## src/rtl/requant_pkg.sv

```systemverilog
package requant_pkg;

  localparam int unsigned ACC_W_DEF = 24;
  localparam int unsigned OUT_W_DEF = 8;
  localparam int unsigned SHIFT_DEF = 8;

  // How a shifted accumulator value relates to the signed output range.
  typedef enum logic [1:0] {
    CLS_POS_FIT = 2'd0,
    CLS_POS_SAT = 2'd1,
    CLS_NEG_FIT = 2'd2,
    CLS_NEG_SAT = 2'd3
  } fit_cls_e;

endpackage

```

## src/rtl/rq_rst_sync.sv

```systemverilog
module rq_rst_sync (
  input  logic clk,
  input  logic rst_n,
  output logic rst_sync_n
);

  logic [1:0] sync_q;

  always_ff @(posedge clk or negedge rst_n) begin
    if (!rst_n) sync_q <= 2'b00;
    else        sync_q <= {sync_q[0], 1'b1};
  end

  assign rst_sync_n = sync_q[1];

endmodule

```

## src/rtl/rq_clip.sv

```systemverilog
// Classifies the kept field of the accumulator: its sign, and whether the
// guard bits between the sign and the kept magnitude agree with the sign.
module rq_clip
  import requant_pkg::*;
#(
  parameter int unsigned ACC_W = ACC_W_DEF,
  parameter int unsigned OUT_W = OUT_W_DEF,
  parameter int unsigned SHIFT = SHIFT_DEF
) (
  input  logic [ACC_W-SHIFT-1:0] acc_hi,  // accumulator bits ACC_W-1 .. SHIFT
  output logic [OUT_W-2:0]       mag,
  output fit_cls_e               cls
);

  localparam int unsigned HI_W     = ACC_W - SHIFT;
  localparam int unsigned GUARD_LO = OUT_W - 1;
  localparam int unsigned GUARD_HI = HI_W - 2;

  logic                      sign_b;
  logic [GUARD_HI:GUARD_LO]  guard;
  logic                      fits;

  always_comb begin
    sign_b = acc_hi[HI_W-1];
    guard  = acc_hi[GUARD_HI:GUARD_LO];
    mag    = acc_hi[OUT_W-2:0];
    fits   = sign_b ? (&guard) : ~(|guard);
    unique case ({sign_b, fits})
      2'b01:   cls = CLS_POS_FIT;
      2'b00:   cls = CLS_POS_SAT;
      2'b11:   cls = CLS_NEG_FIT;
      default: cls = CLS_NEG_SAT;
    endcase
  end

endmodule

```

## src/rtl/rq_select.sv

```systemverilog
// Forms the output word from the class and kept magnitude; the rectifier is
// chosen at elaboration.
module rq_select
  import requant_pkg::*;
#(
  parameter int unsigned OUT_W      = OUT_W_DEF,
  parameter bit          APPLY_RELU = 1'b1
) (
  input  fit_cls_e         cls,
  input  logic [OUT_W-2:0] mag,
  output logic [OUT_W-1:0] q
);

  localparam logic [OUT_W-1:0] POS_MAX = {1'b0, {(OUT_W-1){1'b1}}};
  localparam logic [OUT_W-1:0] NEG_MIN = {1'b1, {(OUT_W-1){1'b0}}};

  generate
    if (APPLY_RELU) begin : g_relu
      always_comb begin
        unique case (cls)
          CLS_POS_FIT: q = {1'b0, mag};
          CLS_POS_SAT: q = POS_MAX;
          default:     q = '0;
        endcase
      end
    end else begin : g_linear
      always_comb begin
        unique case (cls)
          CLS_POS_FIT: q = {1'b0, mag};
          CLS_POS_SAT: q = POS_MAX;
          CLS_NEG_FIT: q = {1'b1, mag};
          default:     q = NEG_MIN;
        endcase
      end
    end
  endgenerate

endmodule

```

## src/rtl/requant_relu.sv

```systemverilog
module requant_relu
  import requant_pkg::*;
#(
  parameter int unsigned ACC_W      = ACC_W_DEF,
  parameter int unsigned OUT_W      = OUT_W_DEF,
  parameter int unsigned SHIFT      = SHIFT_DEF,
  parameter bit          APPLY_RELU = 1'b1
) (
  input  logic             clk,
  input  logic             rst_n,
  input  logic             in_valid,
  input  logic [ACC_W-1:0] in_acc,
  output logic             out_valid,
  output logic [OUT_W-1:0] out_data
);

  localparam int unsigned HI_W     = ACC_W - SHIFT;
  localparam int unsigned GUARD_LO = SHIFT + OUT_W - 1;

  logic             rst_sync_n;
  logic [OUT_W-2:0] mag;
  fit_cls_e         cls;
  logic [OUT_W-1:0] q_comb;
  logic             unused_low_bits;

  logic             vld_q, vld_d;
  logic [OUT_W-1:0] data_q, data_d;
  logic             data_en;

  assign unused_low_bits = ^in_acc[SHIFT-1:0];

  rq_rst_sync u_rst (
    .clk        (clk),
    .rst_n      (rst_n),
    .rst_sync_n (rst_sync_n)
  );

  rq_clip #(.ACC_W(ACC_W), .OUT_W(OUT_W), .SHIFT(SHIFT)) u_clip (
    .acc_hi (in_acc[ACC_W-1:SHIFT]),
    .mag    (mag),
    .cls    (cls)
  );

  rq_select #(.OUT_W(OUT_W), .APPLY_RELU(APPLY_RELU)) u_sel (
    .cls (cls),
    .mag (mag),
    .q   (q_comb)
  );

  // next state
  always_comb begin
    data_en = in_valid;
    vld_d   = in_valid;
    data_d  = data_en ? q_comb : data_q;
  end

  // registers
  always_ff @(posedge clk or negedge rst_sync_n) begin
    if (!rst_sync_n) begin
      vld_q  <= 1'b0;
      data_q <= '0;
    end else begin
      vld_q  <= vld_d;
      data_q <= data_d;
    end
  end

  assign out_valid = vld_q;
  assign out_data  = data_q;

  a_r1_valid_follows: assert property (@(posedge clk) disable iff (!rst_sync_n)
    in_valid |=> out_valid);

  a_r1_idle_follows: assert property (@(posedge clk) disable iff (!rst_sync_n)
    !in_valid |=> !out_valid);

  a_r6_hold_when_idle: assert property (@(posedge clk) disable iff (!rst_sync_n)
    !in_valid |=> $stable(out_data));

  a_r3_pos_saturate: assert property (@(posedge clk) disable iff (!rst_sync_n)
    (in_valid && !in_acc[ACC_W-1] && (|in_acc[ACC_W-2:GUARD_LO]))
    |=> (out_data == {1'b0, {(OUT_W-1){1'b1}}}));

  generate
    if (APPLY_RELU) begin : g_relu_chk
      a_r4_negative_zero: assert property (@(posedge clk) disable iff (!rst_sync_n)
        (in_valid && in_acc[ACC_W-1]) |=> (out_data == '0));
    end else begin : g_lin_chk
      a_r8_negative_floor: assert property (@(posedge clk) disable iff (!rst_sync_n)
        (in_valid && in_acc[ACC_W-1] && !(&in_acc[ACC_W-2:GUARD_LO]))
        |=> (out_data == {1'b1, {(OUT_W-1){1'b0}}}));
    end
  endgenerate

  always_comb begin
    if (HI_W < OUT_W + 1) a_cfg_widths: assert (0);
  end

endmodule

```

## config.mk

```make
export PLATFORM = sky130hd
export DESIGN_NAME = requant_relu
export DESIGN_NICKNAME = d
export VERILOG_FILES = /design/src/rtl/requant_pkg.sv /design/src/rtl/rq_rst_sync.sv /design/src/rtl/rq_clip.sv /design/src/rtl/rq_select.sv /design/src/rtl/requant_relu.sv
export SDC_FILE = /design/constraint.sdc
export NUM_CORES = 1
export LEC_CHECK = 0
export BUFFER_PORTS_ARGS = -buffer_cell sky130_fd_sc_hd__buf_2
export CAP_MARGIN = 20
export CORE_AREA = 2 2 39 41
export DETAILED_ROUTE_END_ITERATION = 16
export DIE_AREA = 0 0 41 43
export GPL_ROUTABILITY_DRIVEN = 0
export GPL_TIMING_DRIVEN = 0
export PLACE_DENSITY_LB_ADDON = 0.12
export SLEW_MARGIN = 20
export SYNTH_ARGS = -nofsm -noshare
export SYNTH_HDL_FRONTEND = slang
export SYNTH_SLANG_ARGS = --single-unit
export TNS_END_PERCENT = 30
```

## constraint.sdc

```tcl
create_clock -name clk -period 1.4 [get_ports clk]
set_clock_uncertainty 0.2 [all_clocks]
set_input_delay 0.42 -clock clk [delete_from_list [all_inputs] [get_ports clk]]
set_output_delay 0.42 -clock clk [all_outputs]
set_load 0.1 [all_outputs]
```

======== After elaboration in Yosys (flattened, before gate mapping) ========
Cells that the tools add are included.
storage, ports and cells
  register bits after elaboration ......... 11
  bits in latches ......................... 0
  bits in writable memories ............... 0
  bits in read-only memories .............. 0
  input port bits ......................... 27
  output and inout bits ................... 9
  logic and storage cells ................. 14
  memories ................................ 0
operators by class
  add/subtract/negate cells ............... 0
  $mul .................................... 0
  divide/modulo/power cells ............... 0
  $lt $le $gt $ge ......................... 0
  equality and inequality tests ........... 3
  shift operators ......................... 0
  muxes and demuxes ....................... 3
  bitwise operators ....................... 1
  reduce and logical (&&, ||, !) cells .... 4
operators with widths
  operator                                                               number
  7-bit one-hot mux with 2 select lines                                  1
  8-bit AND reduction                                                    1
  8-bit OR reduction                                                     1
  2-bit one-hot mux with 3 select lines                                  1
  2-bit by 1-bit equality test with 1-bit output, second input constant  2
  2-bit logical NOT                                                      2
  2-bit equality test, second input constant                             1
  1-bit 2-to-1 mux                                                       1
  1-bit NOT                                                              1

======== Longest topological paths before layout ========
Gate-level depths: netlist of the first run.
  depth after elaboration ................. 7
  depth in mapped cells ................... 3
  gate-level depth less buffers ........... 3

======== Cells and area by module ========
Synthesis of the first run repeated with hierarchy kept, for this count alone.
unflattened totals
  cells, all modules ...................... 46
  area, all modules ....................... 595.6 um2
modules (own cells, without submodules)
  module        instances  cells each  area each (um2)  sequential area each (um2)
  requant_relu  1          18          356.6            225.2
  rq_clip       1          16          103.8            0.0
  rq_select     1          9           81.3             0.0
  rq_rst_sync   1          3           53.8             50.0

======== Least setup slack after synthesis of the first run ========
Ideal clock, no wire load.
  path type ............................... input to register
  start point ............................. in in_acc[16]
  end point ............................... reg data_q[0], in the netlist out_data[0]
  setup time .............................. 138 ps
  arrival ................................. 1202 ps
  required time ........................... 1062 ps
  slack ................................... -140 ps
  stages .................................. 3
  buffers on the path ..................... 0
  cells stage by stage .................... or4_4 -> nor2_4 -> a31oi_1
on the way
  cells in the longest elaborated chain, start to end .. 7
  elaborated cells on any way between the ends .. 11
  classes of those cells .................. eq/ne (3); mux (3); bitwise (1); reduce/logical (4)
ends and longest elaborated chain
  what                                                                                 line                RTL
  start: declaration                                                                   requant_relu.sv:12  input logic [ACC_W-1:0] in_acc,
  8-bit OR reduction                                                                   rq_clip.sv:27       fits = sign_b ? (&guard) : ~(|guard);
  1-bit NOT                                                                            rq_clip.sv:27
  1-bit 2-to-1 mux *                                                                   rq_clip.sv:27
  2-bit equality test, or another cell as far along                                    rq_clip.sv:28       unique case ({sign_b, fits})
  2-bit one-hot mux with 3 select lines *                                              rq_clip.sv:28
  2-bit by 1-bit equality test with 1-bit output or 2-bit logical NOT (tied branches)  rq_select.sv:20     unique case (cls)
  7-bit one-hot mux with 2 select lines *                                              rq_select.sv:20
  end signal: assignment                                                               requant_relu.sv:64  data_q <= data_d;
  end: declaration                                                                     requant_relu.sv:27  logic [OUT_W-1:0] data_q, data_d;
Every way passes the cells marked *; elsewhere a longest branch is shown, timed or not.
A chain may end at the register's enable or synchronous reset.

======== Final worst setup path of the first run ========
  start point ............................. reg data_q[3], in the netlist out_data[3]
  end point ............................... out out_data[3]
RTL lines
  what              line                RTL
  end: declaration  requant_relu.sv:14  output logic [OUT_W-1:0] out_data
No word-level cell between the ends.

==> summary.txt, run 1 <==
Run status
  – Status: finished, violations left
  – Failing checks: setup timing

Clocking
  – CTS Buf Count: 3
  – Clk slew on worst S/H paths: approximately 0.06 ns
  – Clk sink count: 10
  – H-tree Lvls: 1
  – TritonCTS clock tree: done
  – CTS Buffer Depth: 2
  – Worst-Skew Late Latency: around 0.25 ns
  – Root buf cell: clkbuf_4

Place
  – Input/output buffers: 26
  – DPL Wire Length: between 600 and 700 um
  – Cells after DPL: 81

Final layout
  – Layout Nets: 99
  – Layout Cells excl Fill: between 80 and 90
  – Multi-input logic area: between 100 and 150 sq um
  – FILL cells: between 100 and 150
  – Commonest non-fill, non-tap cell in the layout: buf_2
  – Sequential cell area: around 250 sq um
  – Diodes inserted: 0
  – Commonest non-fill, non-tap cells in the layout: buf_2 (18), dfrtp_1 (10), inv_1 (7), a31oi_1 (7), buf_12 (7)
  – Layout cells sized above 1: 0.479
  – Synth-to-layout area growth: 78.1%

Logic synthesis
  – Share of the synthesized area in the top cell type: 0.608
  – Unique masters post-synth: 11
  – Synth Register Bits: 10
  – Largest area contributor in the netlist: dfrtp_1
  – Simple-gate area share of the yosys netlist: 0.0912
  – Syn Area/Cell: 10.6 sq um
  – Post-synthesis xor/xnor area fraction: 0
  – Adder-cell share of the synthesized area: 0
  – Yosys Warn Count: 0
  – Largest family of logic cells by synthesized area: compound AO/OA/AOI/OAI gates
  – Mux contribution to synthesized area: 0
  – Post-Synthesis Cells: 39
  – Complex-gate fraction of the synthesized area: 0.191
  – Register area share after synthesis: 0.608
  – Syn Nets: between 60 and 70
  – Synth area leaders: dfrtp_1 (61%), a31oi_1 (11%), o21ai_0 (7.3%), inv_1 (6.4%), or4_4 (5.5%)
  – Mapped Area: roughly 410 sq um

Critical path
  – Worst-path cell chain: buf_12
  – Slowest CP cell: dfrtp_1
  – Critical Path Max Stage Delay: between 0.4 and 0.5 ns
  – Crit path max-delay family: flip-flops
  – CP Capture Type: primary output
  – CP arrival: ~0.85 ns
  – Crit Path Category: reg -> out
  – Type of origin of the critical path: flop
  – Max Fanout on Critical Path: 2
  – Req. time, crit path: 0.78 ns
  – WP buf/inv: 1

Power and ir drop
  – Max IR drop VDD: about 0.00050 V
  – Pwr per Cell Area: about 1200 mW/mm^2
  – Leakage power: 0.365 nW

Detailed routing
  – DR WL/cell: roughly 9.5 um
  – Post-DRT Antenna Nets: 0
  – Via-to-Cell Ratio: 4.28
  – Total Routed Length: 829 um
  – Vias after detailed routing: 372
  – First drt pass iteration count: 1
  – Drt drc: 0
  – Iteration-0 DRC Markers: 0

Global route
  – Largest net degree at the start of global routing: 11
  – Tot GR Track Use: 0.115
  – Vias in the first global route: around 360
  – Initial antenna violation count: 0
  – Gr ovfl total: 0
  – First-pass GRT wire length: about 1400 um

Die
  – Total core area: 0.00138 sq mm
  – IO Count: 36
  – Die area: between 0.0015 and 0.002 sq mm
  – Floorplan row count: 14
  – Chip height: about 43 um
  – Starting density of the core: 0.297
  – Die Width: approximately 41 um

STA
  – Crit share post-route: 1.05
  – Final Critical Period: approximately 1.5 ns
  – F_max: slightly below 700 MHz
  – Final Setup Violations: 15
  – RSZ-0062 raised after global routing: true
  – Slew Viols, Final: 0
  – Worst Hold Slack: ~0.14 ns
  – Final Worst Setup Slack: -0.0679 ns
  – Hold Fails Final Rpt: 0

Hold path
  – Hold Crit Class: in -> reg

Run
  – Max_cap viols: 0
state kept, by name (all words and copies together) (netlist names):
| signal | count |
|---|---|
| u_rst.sync_q | 2 |
| out_data | 7 |
| out_valid | 1 |
power breakdown:
part | internal (mW) | total [mW] | switching (mW)
logic | 0.111 | 0.312 | 0.201
registers | 0.312 | 0.332 | 0.0202
clock network | 0.158 | 0.248 | 0.0906
metrics by stage:
stage	total power [mW]	util	area, sq um	setup TNS [ns]	worst slack (ns)
final	0.892	0.530	733	-0.582	-0.0679
after global routing	0.934	0.530	733	-0.948	-0.0980
after CTS	0.892	0.512	708	-0.672	-0.0866
after detailed placement	0.574	0.406	562	-2.06	-0.298
after global placement	0.573	0.406	562	-2.04	-0.293
after floorplan	0.518	-	412	-1.82	-0.131
cell families (layout without fill, tap and decap cells):
kind of cell | after synthesis | count (layout)
compound gates | 14 | 14
flops | 10 | 10
buf+inv | 9 | 41
simple gates | 4 | 4
other cells | 2 | 2
path summary, 6_finish.rpt:
| check | start | slack (ns) | to | cells past startpoint |
|---|---|---|---|---|
| hold reg to reg | u_rst.sync_q[0]$_DFF_PN0_ | 0.15 | u_rst.sync_q[1]$_DFF_PN0_ | 0 |
| min in group asynchronous | rst_n | 0.28 | u_rst.sync_q[1]$_DFF_PN0_ | 2 |
| setup / recovery | out_data[3]$_DFFE_PN0P_ | -0.07 | out_data[3] | 1 |
| hold / removal | in_valid | 0.14 | out_valid$_DFF_PN0_ | 1 |
| max in group asynchronous | u_rst.sync_q[1]$_DFF_PN0_ | 0.27 | out_data[0]$_DFFE_PN0P_ | 1 |
| setup reg to reg | u_rst.sync_q[1]$_DFF_PN0_ | 0.27 | out_data[0]$_DFFE_PN0P_ | 1 |
what timing repair did:
| action | in CTS | in global routing |
|---|---|---|
| setup endpoints to repair | 15 | 15 |
| pin swaps | 1 | 0 |
| setup buffers | 0 | 0 |
| hold buffers | 2 | 0 |
| endpoints found under the hold margin | 10 | 0 |
| gates resized for setup | 26 | 5 |
cell type report:
cell class              instances  area share
inverters                       7      0.0358
well taps                      16      0.0273
flip-flops and latches         10       0.341
plain buffers                   2      0.0154
multi-input cells              20       0.169
clock buffers                   4      0.0495
repair buffers                 28       0.362
cells in the mapped netlist:
| cell | number |
|---|---|
| inv_1 | 7 |
| nand2_1 | 1 |
| or4_4 | 2 |
| a31oi_1 | 7 |
| nor2_4 | 1 |
| o21ai_0 | 6 |
| buf_4 | 1 |
| conb_1 | 2 |
| dfrtp_1 | 10 |
| clkbuf_1 | 1 |
| o21ai_1 | 1 |
routing by layer:
metal  wire (um)  up-vias  track usage
met4           0        0       0.0600
met2         436       18        0.175
met5           0        -            0
met3          83        0       0.0314
met1         310      162        0.140
li1            -      192            -
Power figures use the tool's default switching activity.
==> run 2, diff against run 1 <==
CORE_AREA = not set   (was 2 2 39 41)
CORE_MARGIN = 2   (was not set)
CORE_UTILIZATION = 44   (was not set)
DIE_AREA = not set   (was 0 0 41 43)
SYNTH_HIERARCHICAL = 1   (was not set)
==> summary.txt, run 2 <==
Logic synthesis
  – Synth area leaders: dfrtp_1 (46%), mux2_4 (20%), o21ba_1 (12%), buf_4 (10%), nor4_2 (2.1%)
  – Share of the synthesized area in the top cell type: 0.462 (-0.146)
  – Ys flop type: dfrtp_1
  – Syn Nets: 73 (+11%)
  – Ys async rst share: 1.00 (unchanged)
  – Syn Area/Cell: 12.9 sq um (+23%)
  – Number of enable flip-flop cells after synthesis: 0 (unchanged)
  – Largest area contributor in the netlist: dfrtp_1
  – Register area share after synthesis: 0.462 (-0.146)
  – Unique masters post-synth: 14 (+3)
  – Yosys Warn Count: 6 (+6)
  – Post-Synthesis Cells: 46 (+18%)
  – Synth Register Bits: 11 (+1)
  – Top-count cell post-synth: dfrtp_1
  – Mapped Area: 596 sq um (+45%)
  – Synth cell count leaders: dfrtp_1 (11), buf_4 (8), mux2_4 (8)

Detailed routing
  – Via-to-Cell Ratio: 4.82 (+13%)
  – Post-DRT Antenna Nets: 0 (unchanged)
  – Total Routed Length: 1180 um (+42%)
  – Iteration-0 DRC Markers: 0 (unchanged)
  – First drt pass iteration count: 1 (unchanged)
  – Vias after detailed routing: 429 (+15%)
  – DR WL/cell: 13.3 um (+39%)
  – Drt drc: 0 (unchanged)

Critical path
  – Slowest CP cell: nor4_4
  – Critical Path Max Stage Delay: 0.30 ns (-0.11 ns)
  – CP Capture Type: flop
  – CP arrival: 1.47 ns (+0.62 ns)
  – Max Fanout on Critical Path: 7 (+5)
  – Req. time, crit path: 1.34 ns (+0.56 ns)
  – Crit Path Category: in -> reg
  – Worst-path cell chain: buf_8 > nor4_4 > a31oi_4 > o21ba_1 > mux2_4
  – Type of origin of the critical path: input port

Place
  – Dpl cell area: 743 sq um (+32%)
  – DPL Wire Length: 908 um (+38%)
  – Input/output buffers: 20 (-23%)
  – Cells after DPL: 81 (unchanged)

Clocking
  – H-tree Lvls: 1 (unchanged)
  – Root buf cell: clkbuf_4
  – TritonCTS clock tree: done
  – Clk slew on worst S/H paths: 0.06 ns (about the same)
  – CTS Buffer Depth: 2 (unchanged)
  – CTS Buf Count: 3 (unchanged)
  – Worst-Skew Late Latency: 0.25 ns (about the same)
  – Clk sink count: 11 (+1)

Die
  – Die Width: 40.8 um (-0.51%)
  – IO Count: 36 (unchanged)
  – Starting density of the core: 0.463 (+0.166)
  – Chip height: 40.8 um (-5.1%)
  – Total core area: 0.00128 sq mm (-7.1%)
  – Floorplan row count: 13 (-1)
  – Die area: 0.00166 sq mm (-5.6%)

STA
  – Worst Hold Slack: 0.0963 ns (-0.0467 ns)
  – Slew Viols, Final: 0 (unchanged)
  – Crit share post-route: 1.09 (+0.0442)
  – Hold Fails Final Rpt: 0 (unchanged)
  – Final Worst Setup Slack: -0.130 ns (-0.0619 ns)
  – Final Critical Period: 1.53 ns (+0.0619 ns)
  – Final Setup Violations: 16 (+1)
  – F_max: 654 MHz (-4.0%)
  – RSZ-0062 raised after global routing: true

Final layout
  – Commonest non-fill, non-tap cell in the layout: dfrtp_1
  – Max reg flops: 8 (+1)
  – Commonest non-fill, non-tap cells in the layout: dfrtp_1 (11), buf_4 (10), buf_2 (9)
  – Layout Cells excl Fill: 89 (+2.3%)
  – Layout cells sized above 1: 0.622 (+0.143)
  – Synth-to-layout area growth: 60.5%
  – FILL cells: 93 (-30%)
  – Diodes inserted: 0 (unchanged)
  – Layout Nets: 102 (+3.0%)
  – Final Cell Area: 956 sq um (+30%)

Global route
  – First-pass GRT wire length: 1770 um (+29%)
  – Tot GR Track Use: 0.168 (+0.0535)
  – Initial antenna violation count: 0 (unchanged)
  – GR Layer Usage met2: 0.309 (+0.134)
  – Gr ovfl total: 0 (unchanged)
  – M3 GR Usage: 0.0217 (-0.00967)
  – Met1 usage: 0.180 (+0.0395)
  – Vias in the first global route: 440 (+23%)
  – GR peak layer: met2
  – Largest net degree at the start of global routing: 10 (-1)

Power and ir drop
  – Leakage power: 0.461 nW (+26%)
  – Pwr per Cell Area: 1050 mW/mm^2 (-14%)
  – Max IR drop VDD: 0.000644 V (+28%)
  – Tot Pwr: 1000 uW (+12%)

Run
  – Max_cap viols: 0 (unchanged)

Run status
  – Status: finished, violations left
  – Failing checks: setup timing

Hold path
  – Hold Crit Class: in -> reg
run 2: cell count changes in the layout (fill, tap and decap cells not counted), moves of 2 or more:
cell,previous run,this run
buf_6,0,2
buf_4,1,10
o21ba_1,0,7
mux2_4,0,8
buf_2,18,9
or4_4,2,0
nor3_2,0,2
inv_1,7,0
a31oi_1,7,0
o21ai_0,6,0
run 2: critical path, delay by kind of cell:
family | cells | cell delay [ns]
simple gates | 1 | 0.30
compound gates | 2 | 0.39
mux | 1 | 0.26
buf+inv | 1 | 0.10
run 2: logic make-up (layout without fill, tap and decap cells):
group | count (synthesis) | after routing | share of synthesized area
AOI/OAI and AO/OA | 8 | 8 | 0.128
buffers and inverters | 10 | 38 | 0.126
DFF | 11 | 11 | 0.462
muxes | 8 | 8 | 0.202
other | 2 | 2 | 0.0126
and+or+nand+nor | 7 | 7 | 0.0693
run 2: final timing paths:
kind,from,to,slack [ns],cells after the start
min in group asynchronous,rst_n,u_rst/sync_q[1]$_DFF_PN0_,0.28,2
worst max-delay path,in_acc[23],out_data[3]$_DFFE_PN0P_,-0.13,5
worst max register to register,u_rst/sync_q[1]$_DFF_PN0_,out_data[5]$_DFFE_PN0P_,0.24,1
worst min register to register,u_rst/sync_q[0]$_DFF_PN0_,u_rst/sync_q[1]$_DFF_PN0_,0.16,0
worst min-delay path,in_valid,out_valid$_DFF_PN0_,0.1,1
max in group asynchronous,u_rst/sync_q[1]$_DFF_PN0_,out_data[5]$_DFFE_PN0P_,0.24,1
run 2: layout make-up:
| class | instances | area, sq um | area share |
|---|---|---|---|
| Buffer | 10 | 75.1 | 0.0785 |
| Clock buffer | 4 | 26.3 | 0.0275 |
| Multi-Input combinational cell | 25 | 279 | 0.292 |
| Sequential cell | 11 | 275 | 0.288 |
| Tap cell | 15 | 18.8 | 0.0196 |
| Timing Repair Buffer | 24 | 282 | 0.295 |
run 2: timing repair:
item,CTS,global route
gates resized for setup,35,6
hold buffers,2,0
cloned,0,0
hold endpoints to repair,11,0
endpoints found under the setup margin,16,16
pin swaps,2,3
buffers inserted,2,0
run 2: through the flow:
step	TNS [ns]	setup slack, ns	utilization
2_1_floorplan	-2.58	-0.211	-
3_3_place_gp	-2.92	-0.425	0.578
3_5_place_dp	-2.93	-0.440	0.578
4_1_cts	-1.65	-0.165	0.727
5_1_grt	-1.81	-0.163	0.744
6_report	-1.34	-0.130	0.744
run 2: per-layer routing:
metal  vias up  routed length, um
li1        206                  -
met1       202                438
met2        19                633
met3         2                 99
met4         0                  8
met5         -                  0
run 2: power breakdown:
part           internal (mW)  switching [mW]  total, mW
Clock                  0.110          0.0865      0.196
Combinational          0.184           0.245      0.429
Sequential             0.346          0.0285      0.374
Total                  0.639           0.360       1.00
==> run 3, diff against run 2 <==
clock period = 1.8 ns   (was 1.4 ns; I/O delays follow)
==> summary.txt, run 3 (same netlist as run 2, synthesis figures left out) <==
Run status
  – Status: finished, final reports clean

Place
  – Cells after DPL: 81 (unchanged)
  – Input/output buffers: 20 (unchanged)
  – Worst slack, placed: -0.203 ns (+0.237 ns)
  – DPL Wire Length: 773 um (-15%)

Final layout
  – Max reg flops: 8 (unchanged)
  – Commonest non-fill, non-tap cell in the layout: buf_2
  – Layout Cells excl Fill: 87 (-2.2%)
  – Synth-to-layout area growth: 30.7%
  – Layout Nets: 100 (-2.0%)
  – Commonest non-fill, non-tap cells in the layout: buf_2 (13), dfrtp_1 (11), clkbuf_4 (9), buf_4 (9), mux2_4 (8)
  – Layout cells sized above 1: 0.569 (-0.0522)
  – Diodes inserted: 0 (unchanged)

Die
  – IO Count: 36 (unchanged)
  – Chip height: 40.8 um (unchanged)
  – Total core area: 0.00128 sq mm (unchanged)
  – Floorplan row count: 13 (unchanged)
  – Die area: 0.00166 sq mm (unchanged)
  – Die Width: 40.8 um (unchanged)
  – Starting density of the core: 0.463 (unchanged)

Critical path
  – Crit Path Category: reg -> out
  – Type of origin of the critical path: flop
  – Worst-path cell chain: buf_2
  – Req. time, crit path: 1.06 ns (-0.28 ns)
  – Max Fanout on Critical Path: 2 (-5)
  – Slowest CP cell: buf_2
  – Setup crit start: out_data[1]$_DFFE_PN0P_
  – CP arrival: 1.02 ns (-0.45 ns)
  – WP buf/inv: 1 (unchanged)
  – Crit path max-delay family: buffers and inverters
  – CP Capture Type: primary output
  – Critical Path Max Stage Delay: 0.42 ns (+0.12 ns)
  – R2R Path Start: u_rst/sync_q[1]$_DFF_PN0_

Clocking
  – Worst-Skew Late Latency: 0.26 ns (about the same)
  – Clk sink count: 11 (unchanged)
  – TritonCTS clock tree: done
  – CTS Buf Count: 3 (unchanged)
  – CTS Buffer Depth: 2 (unchanged)
  – Clk slew on worst S/H paths: 0.06 ns (about the same)
  – Root buf cell: clkbuf_4
  – Post-CTS Repair Setup Buffers: 0 (-2)
  – H-tree Lvls: 1 (unchanged)

Global route
  – Initial antenna violation count: 0 (unchanged)
  – First-pass GRT wire length: 1410 um (-20%)
  – Largest net degree at the start of global routing: 10 (unchanged)
  – Tot GR Track Use: 0.135 (-0.0337)
  – Gr ovfl total: 0 (unchanged)
  – Vias in the first global route: 348 (-21%)

STA
  – Final Critical Period: around 1.8 ns
  – F_max: between 500 and 600 MHz
  – Worst Tran Pin Value: 0.545 ns
  – Slew Viols, Final: 0 (unchanged)
  – Final Worst Setup Slack: 0.0365 ns (+0.166 ns)
  – Crit share post-route: 0.980
  – Worst Hold Slack: 0.171 ns (+0.0746 ns)
  – Slew HR: 0.635
  – Hold Fails Final Rpt: 0 (unchanged)
  – Final Setup Violations: 0 (-16)
  – RSZ-0062 raised after global routing: false

Detailed routing
  – Vias after detailed routing: 395 (-7.9%)
  – Post-DRT Antenna Nets: 0 (unchanged)
  – Via-to-Cell Ratio: 4.54 (-5.8%)
  – Iteration-0 DRC Markers: 0 (unchanged)
  – DR WL/cell: 11.3 um (-15%)
  – First drt pass iteration count: 1 (unchanged)
  – Total Routed Length: 986 um (-16%)
  – Drt drc: 0 (unchanged)

Run
  – Max_cap viols: 0 (unchanged)

Power and ir drop
  – Leakage power: 0.399 nW (-13%)
  – Max IR drop VDD: 0.000437 V (-32%)
  – Pwr per Cell Area: 906 mW/mm^2 (-13%)

Hold path
  – Hold Crit Class: reg -> reg
  – Worst min-delay path startpoint: u_rst/sync_q[0]$_DFF_PN0_
-- run 3: per-stage QoR --
| stage | util | area (sq um) | setup TNS [ns] | power (mW) |
|---|---|---|---|---|
| floorplan | - | 596 | 0 | 0.491 |
| global placement | 0.556 | 714 | -1.15 | 0.535 |
| detailed placement | 0.556 | 714 | -1.27 | 0.537 |
| CTS | 0.594 | 763 | 0 | 0.706 |
| global route | 0.606 | 778 | 0 | 0.735 |
| finish | 0.606 | 778 | 0 | 0.705 |
-- run 3: report_power, final --
group          total, mW  switching [mW]  internal (mW)
clock network      0.162          0.0764         0.0856
registers          0.279          0.0103          0.269
logic              0.264           0.183         0.0814
-- run 3: repair_timing --
action | CTS | global route
gates resized for setup | 1 | 6
endpoints found under the setup margin | 1 | 6
hold buffers | 2 | 0
hold endpoints to repair | 11 | 0
-- run 3: path summary, 6_finish.rpt --
kind / endpoint / slack [ns] / depth (start not counted)
worst max-delay path: out_data[1] / 0.04 / 1
worst min-delay path: u_rst/sync_q[1]$_DFF_PN0_ / 0.17 / 0
worst max register to register: out_data[0]$_DFFE_PN0P_ / 0.65 / 1
worst min register to register: u_rst/sync_q[1]$_DFF_PN0_ / 0.17 / 0
max in group asynchronous: out_data[0]$_DFFE_PN0P_ / 0.65 / 1
min in group asynchronous: u_rst/sync_q[0]$_DFF_PN0_ / 0.39 / 2
-- run 3: area by class of cell --
class / instances / area [sq um]
Buffer: 10 / 75.1
Timing Repair Buffer: 22 / 138
Fill cell: 106 / 507
Tap cell: 15 / 18.8
Multi-Input combinational cell: 25 / 245
Clock buffer: 4 / 26.3
Sequential cell: 11 / 275
-- run 3: routing by layer --
metal / wire length, um / up-vias / global-route usage
met1: 394 / 178 / 0.172
met5: 0 / - / 0
met4: 0 / 0 / 0.0750
met2: 511 / 16 / 0.215
met3: 80 / 0 / 0.0217
li1: - / 201 / -
